[src/rtl/mdu_pkg.sv]
package mdu_pkg;

    // Operand width and derived iteration counter width
    localparam int unsigned MDU_W  = 8;
    localparam int unsigned MDU_CW = $clog2(MDU_W + 1);

    typedef enum logic {
        OP_MUL = 1'b0,
        OP_DIV = 1'b1
    } mdu_op_e;

    typedef enum logic {
        ST_IDLE = 1'b0,
        ST_RUN  = 1'b1
    } mdu_state_e;

    // Working registers: hi = partial product or partial remainder,
    // lo = multiplier bits being consumed or quotient bits being built.
    typedef struct packed {
        mdu_op_e          op;
        logic [MDU_W-1:0] hi;
        logic [MDU_W-1:0] lo;
        logic [MDU_W-1:0] dvs;
        logic [MDU_W-1:0] a0;
        logic [MDU_W-1:0] b0;
    } mdu_work_t;

    // One shift-and-add step: add the multiplicand when the current
    // multiplier bit is set, then shift the double-width pair right.
    function automatic logic [2*MDU_W-1:0] mul_step(
        input logic [MDU_W-1:0] hi,
        input logic [MDU_W-1:0] lo,
        input logic [MDU_W-1:0] mcand
    );
        logic [MDU_W:0] sum;
        sum = {1'b0, hi} + (lo[0] ? {1'b0, mcand} : '0);
        return {sum, lo[MDU_W-1:1]};
    endfunction

    // One restoring-division step: bring in the next dividend bit,
    // subtract when the divisor fits, record the quotient bit.
    function automatic logic [2*MDU_W-1:0] div_step(
        input logic [MDU_W-1:0] rem,
        input logic [MDU_W-1:0] quo,
        input logic [MDU_W-1:0] dvs
    );
        logic [MDU_W:0]   sh;
        logic             fits;
        logic [MDU_W-1:0] diff;
        sh   = {rem, quo[MDU_W-1]};
        fits = (sh >= {1'b0, dvs});
        diff = sh[MDU_W-1:0] - dvs;
        return {(fits ? diff : sh[MDU_W-1:0]), quo[MDU_W-2:0], fits};
    endfunction

endpackage

[src/rtl/mdu_ctrl.sv]
module mdu_ctrl
    import mdu_pkg::*;
(
    input  logic clk,
    input  logic rst,
    input  logic start,
    output logic accept,
    output logic step,
    output logic finish,
    output logic busy
);

    localparam logic [MDU_CW-1:0] LAST = MDU_CW'(MDU_W - 1);

    mdu_state_e        state;
    logic [MDU_CW-1:0] iter;

    always_ff @(posedge clk) begin
        if (rst) begin
            state <= ST_IDLE;
            iter  <= '0;
        end else begin
            case (state)
                ST_IDLE: begin
                    if (start) begin
                        state <= ST_RUN;
                        iter  <= '0;
                    end
                end
                ST_RUN: begin
                    iter <= iter + 1'b1;
                    if (iter == LAST) begin
                        state <= ST_IDLE;
                    end
                end
                default: state <= ST_IDLE;
            endcase
        end
    end

    always_comb begin
        busy   = (state == ST_RUN);
        accept = (state == ST_IDLE) && start;
        step   = busy;
        finish = busy && (iter == LAST);
    end

endmodule

[src/rtl/mdu_datapath.sv]
module mdu_datapath
    import mdu_pkg::*;
(
    input  logic             clk,
    input  logic             rst,
    input  logic             accept,
    input  logic             step,
    input  logic             op_div,
    input  logic [MDU_W-1:0] a_in,
    input  logic [MDU_W-1:0] b_in,
    output mdu_work_t        work_nxt
);

    mdu_work_t work;
    logic [2*MDU_W-1:0] stepped;

    always_comb begin
        if (work.op == OP_DIV) begin
            stepped = div_step(work.hi, work.lo, work.dvs);
        end else begin
            stepped = mul_step(work.hi, work.lo, work.dvs);
        end
        work_nxt    = work;
        work_nxt.hi = stepped[2*MDU_W-1:MDU_W];
        work_nxt.lo = stepped[MDU_W-1:0];
    end

    always_ff @(posedge clk) begin
        if (rst) begin
            work <= '0;
        end else if (accept) begin
            work.op  <= op_div ? OP_DIV : OP_MUL;
            work.hi  <= '0;
            work.lo  <= a_in;
            work.dvs <= b_in;
            work.a0  <= a_in;
            work.b0  <= b_in;
        end else if (step) begin
            work <= work_nxt;
        end
    end

endmodule

[src/rtl/byte_muldiv.sv]
module byte_muldiv
    import mdu_pkg::*;
(
    input  logic             clk,
    input  logic             rst,
    input  logic             start,
    input  logic             op_div,
    input  logic [MDU_W-1:0] a_in,
    input  logic [MDU_W-1:0] b_in,
    output logic             busy,
    output logic             done,
    output logic [MDU_W-1:0] a_out,
    output logic [MDU_W-1:0] b_out,
    output logic             cy,
    output logic             ov
);

    logic      accept;
    logic      step;
    logic      finish;
    mdu_work_t work_nxt;

    mdu_ctrl u_ctrl (
        .clk    (clk),
        .rst    (rst),
        .start  (start),
        .accept (accept),
        .step   (step),
        .finish (finish),
        .busy   (busy)
    );

    mdu_datapath u_dp (
        .clk      (clk),
        .rst      (rst),
        .accept   (accept),
        .step     (step),
        .op_div   (op_div),
        .a_in     (a_in),
        .b_in     (b_in),
        .work_nxt (work_nxt)
    );

    // Result write-back on the final iteration edge
    always_ff @(posedge clk) begin
        if (rst) begin
            done  <= 1'b0;
            a_out <= '0;
            b_out <= '0;
            cy    <= 1'b0;
            ov    <= 1'b0;
        end else begin
            done <= finish;
            if (finish) begin
                cy <= 1'b0;
                if (work_nxt.op == OP_MUL) begin
                    a_out <= work_nxt.lo;
                    b_out <= work_nxt.hi;
                    ov    <= |work_nxt.hi;
                end else if (work_nxt.dvs == '0) begin
                    a_out <= work_nxt.a0;
                    b_out <= work_nxt.b0;
                    ov    <= 1'b1;
                end else begin
                    a_out <= work_nxt.lo;
                    b_out <= work_nxt.hi;
                    ov    <= 1'b0;
                end
            end
        end
    end

endmodule

[config.mk]
export PLATFORM = sky130hd
export DESIGN_NAME = byte_muldiv
export DESIGN_NICKNAME = d
export VERILOG_FILES = /design/src/rtl/mdu_pkg.sv /design/src/rtl/mdu_ctrl.sv /design/src/rtl/mdu_datapath.sv /design/src/rtl/byte_muldiv.sv
export SDC_FILE = /design/constraint.sdc
export NUM_CORES = 1
export LEC_CHECK = 0
export CAP_MARGIN = 30
export CORE_UTILIZATION = 30
export CTS_CLUSTER_DIAMETER = 120
export DETAILED_ROUTE_END_ITERATION = 10
export DONT_BUFFER_PORTS = 1
export PLACE_DENSITY = 0.51
export SYNTH_ARGS = -nofsm -noshare
export SYNTH_HDL_FRONTEND = slang
export SYNTH_SLANG_ARGS = --single-unit
[constraint.sdc]
create_clock -name clk -period 3.1 [get_ports clk]
set_clock_uncertainty 0.05 [all_clocks]
set_input_delay 0.31 -clock clk [delete_from_list [all_inputs] [get_ports clk]]
set_output_delay 0.31 -clock clk [all_outputs]
set_load 0.03 [all_outputs]
# Yosys cells after proc, flatten, opt, wreduce, memory -nomap -nowiden
# Cells that the tools add are included.
# totals
word_cells,42
out_inout_bits,20
regBits,64
# classes
add_sub_neg,3
n_eq_ne,2
n_lt_le_gt_ge,1
n_reduce_logical,6
bitwise,1
n_mux,17
# ops
cell,count
$mux W8,6
$mux W41,1
$mux W40,1
$mux W16,1
$add A8 B9 Y9,1
$ge A9 B8 Y1,1
$logic_not A8 Y1,1
$pmux W4 S2,1
$reduce_or A8 Y1,1
$sub A8 B8 Y8,1
$mux W1,5
$add A4 B1 Y4 const B,1
$eq A4 B3 Y1 const B,1
$mux W4,1
$logic_and A1 B1 Y1,2
$ne A2 B2 Y1 const B,1
$pmux W1 S2,1
$reduce_bool A2 Y1,1
$reduce_or A2 Y1,1
$not A1 Y1,1

# Depth between registers and ports, before layout
# Gate-level depths: netlist (run 1).
# logic_depth
ltp_word,5
mapped_depth,10
mapped_depth_nobuf,10

# Cells and area by module
# Synthesis (run 1) repeated with hierarchy kept, for this count alone.
# unflattened
hier_cells,434
hier_area_um2,3717.3
# modules_own_cells
module,cells_per_inst,area_each_um2,n_inst
mdu_datapath,296,2443.6,1
byte_muldiv,112,1036.0,1
mdu_ctrl,26,237.7,1

# Worst setup path after synthesis (run 1)
# Ideal clock, no wire load.
# synth_path
path_kind,register to register
start,reg u_dp.work[24] in the netlist's numbering
end,reg ov
arrival_time_ns,2.337
setup_ns,0.137
n_path_buf,0
path_slack_ns,0.576
period_less_slack_ns,2.524
stages_incl_launch_ff,11
required_time_ns,2.913
cell_sequence,dfxtp_1 > and2_1 > ha_1 > fa_1 > a211o_1 > a2111oi_0 > o21ai_0 > o31ai_1 > a21oi_2 > nor4_2 > a2111oi_2
# synth_between
elab_chain_len,5
# synth_rtl
element,line_no,text
from (decl),mdu_datapath.sv:14,mdu_work_t work;
from (signal assigned),mdu_datapath.sv:39,work <= work_nxt;
$mux W8,mdu_pkg.sv:36,"sum = {1'b0, hi} + (lo[0] ? {1'b0, mcand} : '0);"
$add A8 B9 Y9,mdu_pkg.sv:36,
$mux W16,mdu_datapath.sv:18,if (work.op == OP_DIV) begin
$reduce_or A8 Y1,byte_muldiv.sv:59,ov <= |work_nxt.hi;
$mux W1,byte_muldiv.sv:56,if (work_nxt.op == OP_MUL) begin
to (signal assigned),byte_muldiv.sv:59,
to (decl),byte_muldiv.sv:15,output logic ov
# No other way between the ends.
# A chain may end at the register's enable or synchronous reset.

# Worst setup path after layout (run 1)
# Same ends and word-level chain as after synthesis.

==> summary.txt, run 1 <==
Run status
  • Status: complete, no violations

Worst setup path
  • CP Cell Sequence: and2_1, ha_1, fa_1, a211o_1, a2111oi_0, o21ai_0, o31ai_1, a21oi_2, nor4_2, a2111oi_2
  • Crit-path max FO: 10
  • Crit path required time: roughly 3.2 ns
  • Crit path depth: 10
  • Critical Path Max Stage Delay: approximately 0.43 ns
  • Crit path DAT: 2.91 ns
  • Reg-to-reg slack, setup: 0.32 ns
  • Crit-path leading delay family: compound AO/OA/AOI/OAI gates
  • Classification of the worst setup path: register to register
  • CP Launch Type: register
  • Number of buffers and inverters on the critical path: 0
  • CP Capture Type: register
  • Worst-case reg-to-reg path depth: 10
  • CP max stage cell: fa_1

CTS
  • Htree depth: 2
  • Worst skew pair latency: 0.31 ns
  • TritonCTS buffer count: 5
  • CTS root buf: clkbuf_8
  • CTS tree: yes
  • Hold-fix buffers, CTS: 0
  • PostCTS Resize Cnt: 0
  • Post-CTS Setup Bufs: 0
  • Clock Path Buffers: 2
  • Clk slew on worst S/H paths: approximately 0.11 ns
  • Clock Sinks: between 50 and 60

Run
  • Max_cap viols: 0

Synth
  • Cells after synthesis: between 400 and 500
  • Synth Area in Compound Gates: 0.258
  • Sequential share of the synthesized area: 0.340
  • Unique masters post-synth: 60
  • Synth Area in XOR/XNOR: 0.0265
  • Top-area cell type share of the netlist area: 0.340
  • Synth Register Bits: 56
  • Adder-Cell Fraction of Synth Area: 0.0766
  • Yosys warning count: 0
  • Post-synthesis simple-gate area fraction: 0.218
  • Main combinational cell family by area after synthesis: compound AO/OA/AOI/OAI gates
  • Mean Syn Cell Area: about 8.1 um^2
  • Area leader, netlist: dfxtp_1
  • Number of flops mapped to enable cells by yosys: 0
  • Ranking of synthesized cells by area: dfxtp_1 34%, nand2_1 7.4%, a21oi_1 7.0%
  • Post-synthesis mux area share: 0.0303
  • Top_reg_cell synth: dfxtp_1
  • Syn_nets: 446
  • Mapped cell area: about 3300 um^2
  • Synth async-reset ratio: 0

Timing
  • RSZ-0062 raised after global routing: false
  • Worst-margin pin slew: between 0.7 and 0.8 ns
  • Fin crit share: 0.896
  • Final hold vios: 0
  • Setup tns final: 0 ns
  • Final Max Tran Viols: 0
  • F_max: roughly 360 MHz
  • Slew HR: 0.521
  • Final setup vio count: 0
  • Tmin final: ~2.8 ns

Route
  • Initial drt markers: 187
  • DR pass1 iterations: 4
  • Drt total wl: between 9000 and 10000 um
  • Via Count: about 2800
  • Wire length per cell: about 17 um
  • DRT antenna net count: 0
  • Routed vias/inst: roughly 5.3
  • DRC viols: 0

Hold path
  • Min-delay worst type: input port to register
  • Worst hold stages: 1

Finish
  • Synth-to-layout area growth: 7.70%
  • Multi-input gate area: about 2000 um^2
  • Register area: approximately 1100 um^2
  • Final instance area: between 3000 and 4000 um^2
  • Layout cells sized above 1: 0.0718
  • Filler Cell Count: ~1100
  • ANT cells: 0
  • Final net count: approximately 440

Placed design
  • Detail Placement HPWL: between 6000 and 7000 um
  • Post-DP Area: 3430 um^2
  • Port bufs: 0
  • Final Wtd Congestion: ~0.9

Floorplanning
  • Die X: about 110 um
  • Die Area: 11400 um^2
  • Starting Density: 0.314
  • # rows: 37
  • Die Y: around 110 um
  • Core Box Area: ~11000 um^2
  • I/O pin total: 40

Global route
  • First-pass GRT wire length: 14700 um
  • Total Routing Usage GR: 0.163
  • Initial antenna violation count: 0
  • Total gr overflow: 0
  • Vias in the first global route: 2792
  • Largest net degree at the start of global routing: 49

Power and ir drop
  • Maximum vdd drop: between 0.0002 and 0.00025 V
  • Pwr Density: about 440 nW/um^2
  • Leak: approximately 1.3 nW
[worst register-to-register path: cells and delay by family (launching register included)]
kind | cells | cell delay, ns
adder cells (fa/ha/maj) | 2 | 0.64
AND/OR/NAND/NOR | 2 | 0.49
flip-flops | 1 | 0.40
AO/OA/AOI/OAI | 6 | 1.08
[per-layer routing]
metal,share of wire,global-route usage,up-vias
met1,0.48,0.225,1326
met5,0,0,-
met4,0.016,0.0479,0
met3,0.058,0.0359,16
met2,0.44,0.254,64
li1,-,-,1432
[final cells by class]
type                            instances  area share
Clock buffer                            6      0.0232
Clock inverter                          2     0.00422
Inverter                               18      0.0190
Multi-Input combinational cell        312       0.567
Sequential cell                        56       0.315
Tap cell                              136      0.0479
Timing Repair Buffer                   10      0.0232
[cells by family (layout without fill, tap and decap cells)]
kind of cell | count (synthesis) | in the layout
other cells | 1 | 1
xor+xnor | 10 | 10
fa+ha+maj | 19 | 19
buf+inv | 39 | 36
flops | 56 | 56
compound gates | 124 | 124
mux | 10 | 10
simple gates | 148 | 148
[sequential cells by signal, indices dropped and copies added, names as in the netlist]
| register | flops |
|---|---|
| u_ctrl.iter | 4 |
| ov | 1 |
| done | 1 |
| a_out | 8 |
| u_dp.work | 16 |
| b_out | 8 |
| u_dp.work_nxt | 17 |
| u_ctrl.busy | 1 |
[synthesized netlist by cell type, types with 2 or more instances]
cell and number:
o21ai_1 2, buf_2 2, xnor2_1 7, xor2_1 3, a31oi_1 2, buf_4 2
ha_1 17, clkinv_1 2, buf_1 3, nand2_1 65, o21bai_1 2, a2111oi_2 2
inv_1 16, nor3_1 5, nor2b_1 10, o211ai_1 8, a211oi_1 20, o21ai_0 17
nor4_1 4, o221ai_1 2, clkbuf_1 13, nor2_1 29, fa_1 2, nand3_1 8
nand2b_1 3, mux2i_1 10, dfxtp_1 56, a21oi_1 46, a21o_1 4, nand3b_1 2
and2_1 9, and3_1 2, o21a_1 5
[metrics by stage]
stage | total power [mW] | util | hold WS (ns) | setup slack [ns] | cells
floorplan | 1.07 | - | 0.386 | 0.576 | 407
global placement | 1.13 | 0.326 | 0.335 | 0.415 | 529
detailed placement | 1.13 | 0.326 | 0.339 | 0.370 | 529
CTS | 1.57 | 0.335 | 0.00116 | 0.333 | 537
global route | 1.64 | 0.338 | 0.00155 | 0.0914 | 540
finish | 1.55 | 0.338 | 0.00833 | 0.323 | 540
[layout by cell type, fill, tap and decap left out, drive strengths merged, types with 3 or more instances in the layout]
master,n
buf,7
dlygate4sd3,3
a2111oi,4
nand2b,4
xnor2,7
a21o,4
ha,17
nor2,29
xor2,3
a21oi,47
dfxtp,56
o21ai,19
clkbuf,6
nand3,9
and2,9
inv,16
nand2,66
mux2i,10
o21a,6
nor4,5
o211ai,8
nor3,5
nor2b,10
a211oi,20
[final timing paths]
path | end | startpoint
setup / recovery | ov | u_dp.work[24]
hold / removal | u_dp.work_nxt[8] | rst
setup reg to reg | ov | u_dp.work[24]
hold reg to reg | u_dp.work_nxt[8] | u_dp.work_nxt[8]
[power by group]
group          total, mW  internal, mW  switching (mW)
Clock              0.428         0.182           0.246
Combinational      0.348         0.135           0.213
Sequential         0.777         0.748          0.0294
Total               1.55          1.06           0.489
(Power assumes the default switching activity.)
==> run 2: changes to the inputs <==
BUFFER_PORTS_ARGS = -buffer_cell sky130_fd_sc_hd__buf_2   (was default)
DONT_BUFFER_PORTS = default   (was 1)
PLACE_DENSITY = 0.54   (was 0.51)
==> run 2 against run 1 <==
Register-to-register slack got worse by 0.06 ns. Global-route usage increased by 0.74 points. Critical path depth unchanged. Total power increased by 1.5%. Utilization increased by 1.5 points. Critical path type unchanged. Largest power group unchanged.
==> summary.txt, run 2 (synthesis results as in run 1) <==
Timing
  • RSZ-0062 raised after global routing: false
  • Hold WS: about 0.17 ns
  • Final Max Tran Viols: 0
  • Fin crit share: 0.914
  • F_max: between 300 and 400 MHz
  • Worst-margin pin slew: 0.660 ns
  • Final hold vios: 0
  • Tmin final: between 2 and 3 ns
  • Setup tns final: 0 ns
  • Slew HR: 0.556
  • Final worst-path setup slack: roughly 0.27 ns
  • Final setup vio count: 0

Finish
  • Register area: between 1000 and 1500 um^2
  • ANT cells: 0
  • Most common cell after layout, fill and taps aside: nand2_1
  • Layout cells sized above 1: 0.155
  • Non-Filler Instances: between 500 and 600
  • Multi-input gate area: approximately 2000 um^2
  • Synth-to-layout area growth: 12.6%
  • Max FFs per register: 17
  • Filler Cell Count: 1100
  • Layout Utilization: 0.354
  • Most frequent cells in the layout: 65 x nand2_1, 56 x dfxtp_1, 46 x a21oi_1
  • Final net count: between 400 and 500

Floorplanning
  • Starting Density: 0.314
  • Core Box Area: 10500 um^2
  • Die Y: about 110 um
  • Die X: 107 um
  • # rows: 37
  • I/O pin total: 40
  • Die Area: ~11000 um^2

Worst setup path
  • CP max stage cell: fa_1
  • CP Cell Sequence: and2_1, ha_1, fa_1, a211o_1, a2111oi_1, o21ai_0, o31ai_1, a21oi_2, nor4_2, a2111oi_2
  • CP Launch Type: register
  • Crit path required time: 3.24 ns
  • Crit path DAT: 2.97 ns
  • Crit-path max FO: 10
  • Critical Path Max Stage Delay: roughly 0.43 ns
  • CP Capture Type: register
  • Classification of the worst setup path: register to register

CTS
  • Worst skew pair latency: approximately 0.32 ns
  • TritonCTS buffer count: 5
  • Clock Sinks: 56
  • Htree depth: 2
  • CTS tree: yes
  • Clock Path Buffers: 2
  • Clk slew on worst S/H paths: 0.11 ns
  • CTS root buf: clkbuf_8

Global route
  • Total Routing Usage GR: 0.171
  • Total gr overflow: 0
  • First-pass GRT wire length: about 15000 um
  • Largest net degree at the start of global routing: 48
  • Vias in the first global route: roughly 2800
  • Initial antenna violation count: 0

Route
  • Initial drt markers: approximately 170
  • DR pass1 iterations: 4
  • Routed vias/inst: 5.24
  • DRC viols: 0
  • Via Count: ~3000
  • DRT antenna net count: 0
  • Drt total wl: roughly 9300 um
  • Wire length per cell: 16.1 um

Placed design
  • Final Wtd Congestion: between 0.8 and 0.9
  • Port bufs: 38
  • Detail Placement HPWL: between 6000 and 7000 um
  • Dpl cells: around 570
  • Pre-CTS WS: around 0.29 ns

Power and ir drop
  • Pwr Density: approximately 420 nW/um^2
  • Leak: 1.50 nW
  • Maximum vdd drop: 0.000189 V

Run status
  • Status: complete, no violations

Run
  • Max_cap viols: 0

Hold path
  • Min-delay worst type: input port to register
-- run 2: cell types whose count changed in the layout (fill, tap and decap cells not counted) --
| cell | delta |
|---|---|
| inv_6 | +1 |
| clkinv_4 | +1 |
| clkbuf_8 | -1 |
| clkinvlp_4 | -2 |
| dlygate4sd3_1 | -3 |
| buf_4 | +1 |
| clkinv_2 | +1 |
| buf_2 | +38 |
| a2111oi_1 | +1 |
| a2111oi_0 | -1 |
-- run 2: worst max-delay path: cells and delay by family, from the launching register on --
kind | cells | cell delay [ns]
AO/OA/AOI/OAI | 6 | 1.10
adder cells (fa/ha/maj) | 2 | 0.64
AND/OR/NAND/NOR | 2 | 0.50
flip-flops | 1 | 0.42
-- run 2: final timing paths --
path	from	end	slack, ns	cells after the start
setup / recovery	u_dp.work[24]	ov	0.27	10
hold / removal	b_in[7]	u_dp.work_nxt[7]	0.17	3
setup reg to reg	u_dp.work[24]	ov	0.27	10
hold reg to reg	a_out[2]	a_out[2]	0.41	2
-- run 2: power by group --
group | internal (mW) | switching, mW
Clock | 0.163 | 0.260
Combinational | 0.141 | 0.231
Sequential | 0.748 | 0.0320
Total | 1.05 | 0.523
-- run 2: metal layers --
layer,global-route usage,vias up,part of all wire
met5,0,-,0
met4,0.0479,0,0.023
met3,0.0304,19,0.064
met2,0.257,100,0.43
met1,0.247,1400,0.49
li1,-,1499,-
-- run 2: final cells by class --
class / instances / area share
clock inverters: 3 / 0.00606
multi-input cells: 312 / 0.543
repair buffers: 46 / 0.0673
inverters: 18 / 0.0182
flip-flops and latches: 56 / 0.302
clock buffers: 5 / 0.0185
well taps: 136 / 0.0458
-- run 2: per-stage QoR --
step,cell area [um^2],total power [mW]
6_report,3720,1.58
5_1_grt,3720,1.66
4_1_cts,3720,1.59
3_5_place_dp,3620,1.17
3_3_place_gp,3620,1.16
2_1_floorplan,3300,1.07
-- run 2: what timing repair did --
action	CTS	global route
setup buffers	0	0
hold buffers	0	0
resized for setup	0	1
setup endpoints to repair	0	1
==> run 3: changes to the inputs <==
PLACE_DENSITY = 0.55   (was 0.54)
clock period = 2.5 ns   (was 3.1 ns; I/O delays follow)
==> run 3 against run 2 <==
Combinational power rose by 55%. Total power grew 32%. Setup slack worse by 0.26 ns. Via count up 1.1%. Die area unchanged. Utilization rose by 3.7 points. Cell area is 11% higher. Critical endpoint unchanged. Largest power group unchanged. Highest routed layer unchanged.
==> summary.txt, run 3 (synthesis results as in run 1) <==
Timing
  • Final hold vios: 0
  • Hold WS: approximately 0.11 ns
  • Final setup vio count: 0
  • RSZ-0062 raised after global routing: true
  • Final worst-path setup slack: 0.00148 ns
  • Tmin final: about 2.5 ns
  • F_max: 400 MHz
  • Fin crit share: 0.999
  • Final Max Tran Viols: 0

Global route
  • Vias in the first global route: roughly 2900
  • Total gr overflow: 0
  • First-pass GRT wire length: about 15000 um
  • Total Routing Usage GR: 0.168
  • Initial antenna violation count: 0
  • Largest net degree at the start of global routing: just over 40

Route
  • Via Count: 3052
  • DR pass1 iterations: 4
  • Wire length per cell: ~16 um
  • Routed vias/inst: about 5.0
  • Initial drt markers: between 150 and 200
  • Drt total wl: 9490 um
  • DRT antenna net count: 0
  • DRC viols: 0

Power and ir drop
  • Leak: 1.66 nW
  • Share of power burned in the clock network: 0.260
  • Sw Ratio: 0.333
  • Internal power component: between 1 and 1.5 mW
  • Maximum vdd drop: approximately 0.00025 V
  • Seq pwr share: 0.462
  • Logic pwr share: 0.278
  • Pwr Density: between 500 and 600 nW/um^2
  • Tot Pwr: ~2.1 mW
  • P_sw: 0.691 mW

Placed design
  • Port bufs: 38
  • Dpl cells: between 500 and 600
  • Pre-CTS WS: -0.0750 ns
  • Detail Placement HPWL: around 7000 um
  • Final Wtd Congestion: ~0.85

Floorplanning
  • Die X: around 110 um
  • Starting Density: 0.314
  • Core Box Area: about 11000 um^2
  • I/O pin total: 40
  • Die Y: around 110 um
  • Die Area: 11400 um^2
  • # rows: 37

CTS
  • Clock Sinks: 56
  • TritonCTS buffer count: 5
  • CTS root buf: clkbuf_8
  • Htree depth: 2
  • CTS tree: yes
  • Worst skew pair latency: approximately 0.32 ns
  • Clock Path Buffers: 2
  • Clk slew on worst S/H paths: around 0.11 ns
  • Hold-fix buffers, CTS: 0

Finish
  • Max FFs per register: 17
  • Multi-input gate area: 2170 um^2
  • Layout Utilization: 0.391
  • Non-Filler Instances: between 600 and 700
  • Most common cell after layout, fill and taps aside: nand2_1
  • Final net count: 508
  • Synth-to-layout area growth: 24.5%
  • Most frequent cells in the layout: 65 x nand2_1, 52 x dfxtp_1, 41 x a21oi_1
  • Filler Cell Count: 1097
  • Register area: 1130 um^2
  • Layout cells sized above 1: 0.268
  • ANT cells: 0

Worst setup path
  • CP Capture Type: register
  • Crit path DAT: about 2.7 ns
  • CP Launch Type: register
  • Classification of the worst setup path: register to register
  • Crit path required time: roughly 2.7 ns
  • Worst-case reg-to-reg path depth: 10
  • Reg-to-reg slack, setup: between 0.001 and 0.0015 ns
  • Crit-path max FO: 3

Run status
  • Status: complete, no violations

Hold path
  • Worst hold stages: 3
  • Min-delay worst type: input port to register

Run
  • Max_cap viols: 0
## run 3: cell count changes in the layout (fill, tap and decap cells not counted), moves of 4 or more
cell     delta
ha_4        +4
dfxtp_1     -4
a21oi_2     +4
buf_4      +30
a21oi_1     -5
dfxtp_2     +4
ha_1        -4
## run 3: area by class of cell
type                       count  area share
multi-input combinational    312       0.529
sequential                    56       0.274
timing repair buffer          76       0.116
tap                          136      0.0414
clock buffer                   5      0.0167
inverter                      18      0.0164
clock inverter                 3     0.00670
## run 3: metrics by stage
stage / TNS [ns] / cell area (um^2)
final: 0 / 4110
after global routing: -0.430 / 4110
after CTS: -0.125 / 3930
after detailed placement: -0.157 / 3830
after global placement: -0.0822 / 3830
after floorplan: 0 / 3300
## run 3: final timing paths
path | from | endpoint
hold reg to reg | a_out[2] | a_out[2]
hold / removal | b_in[4] | u_dp.work_nxt[4]
setup / recovery | u_dp.work_nxt[0] | ov
setup reg to reg | u_dp.work_nxt[0] | ov
## run 3: per-layer routing
| layer | share of wire | wire length [um] | vias up | GRT usage |
|---|---|---|---|---|
| met5 | 0 | 0 | - | 0 |
| met4 | 0.0058 | 55 | 0 | 0.0323 |
| met3 | 0.029 | 276 | 4 | 0.0219 |
| met2 | 0.47 | 4410 | 49 | 0.269 |
| met1 | 0.50 | 4740 | 1426 | 0.241 |
| li1 | - | - | 1573 | - |
## run 3: power groups by stage
stage / registers [mW] / clock network (mW) / logic [mW]
5_1_grt: 0.965 / 0.602 / 0.629
3_3_place_gp: 0.976 / 0 / 0.524
3_5_place_dp: 0.977 / 0 / 0.522
6_report: 0.959 / 0.540 / 0.576
4_1_cts: 0.957 / 0.551 / 0.527
2_1_floorplan: 0.972 / 0 / 0.354
## run 3: worst max-delay path: stages, from the launching register on
cell       delay [ns]
dfxtp_2          0.33
and2_4           0.15
ha_4             0.16
fa_2             0.35
a211o_1          0.32
a21oi_1          0.15
o21bai_1         0.08
xor2_1           0.16
or2_1            0.26
nor4_4           0.29
a2111oi_2        0.07
## run 3: what timing repair did
| item | CTS | global route |
|---|---|---|
| setup buffers | 0 | 3 |
| setup endpoints to repair | 4 | 12 |
| gates cloned | 0 | 0 |
| gates resized for setup | 2 | 33 |
| pin swaps | 0 | 9 |
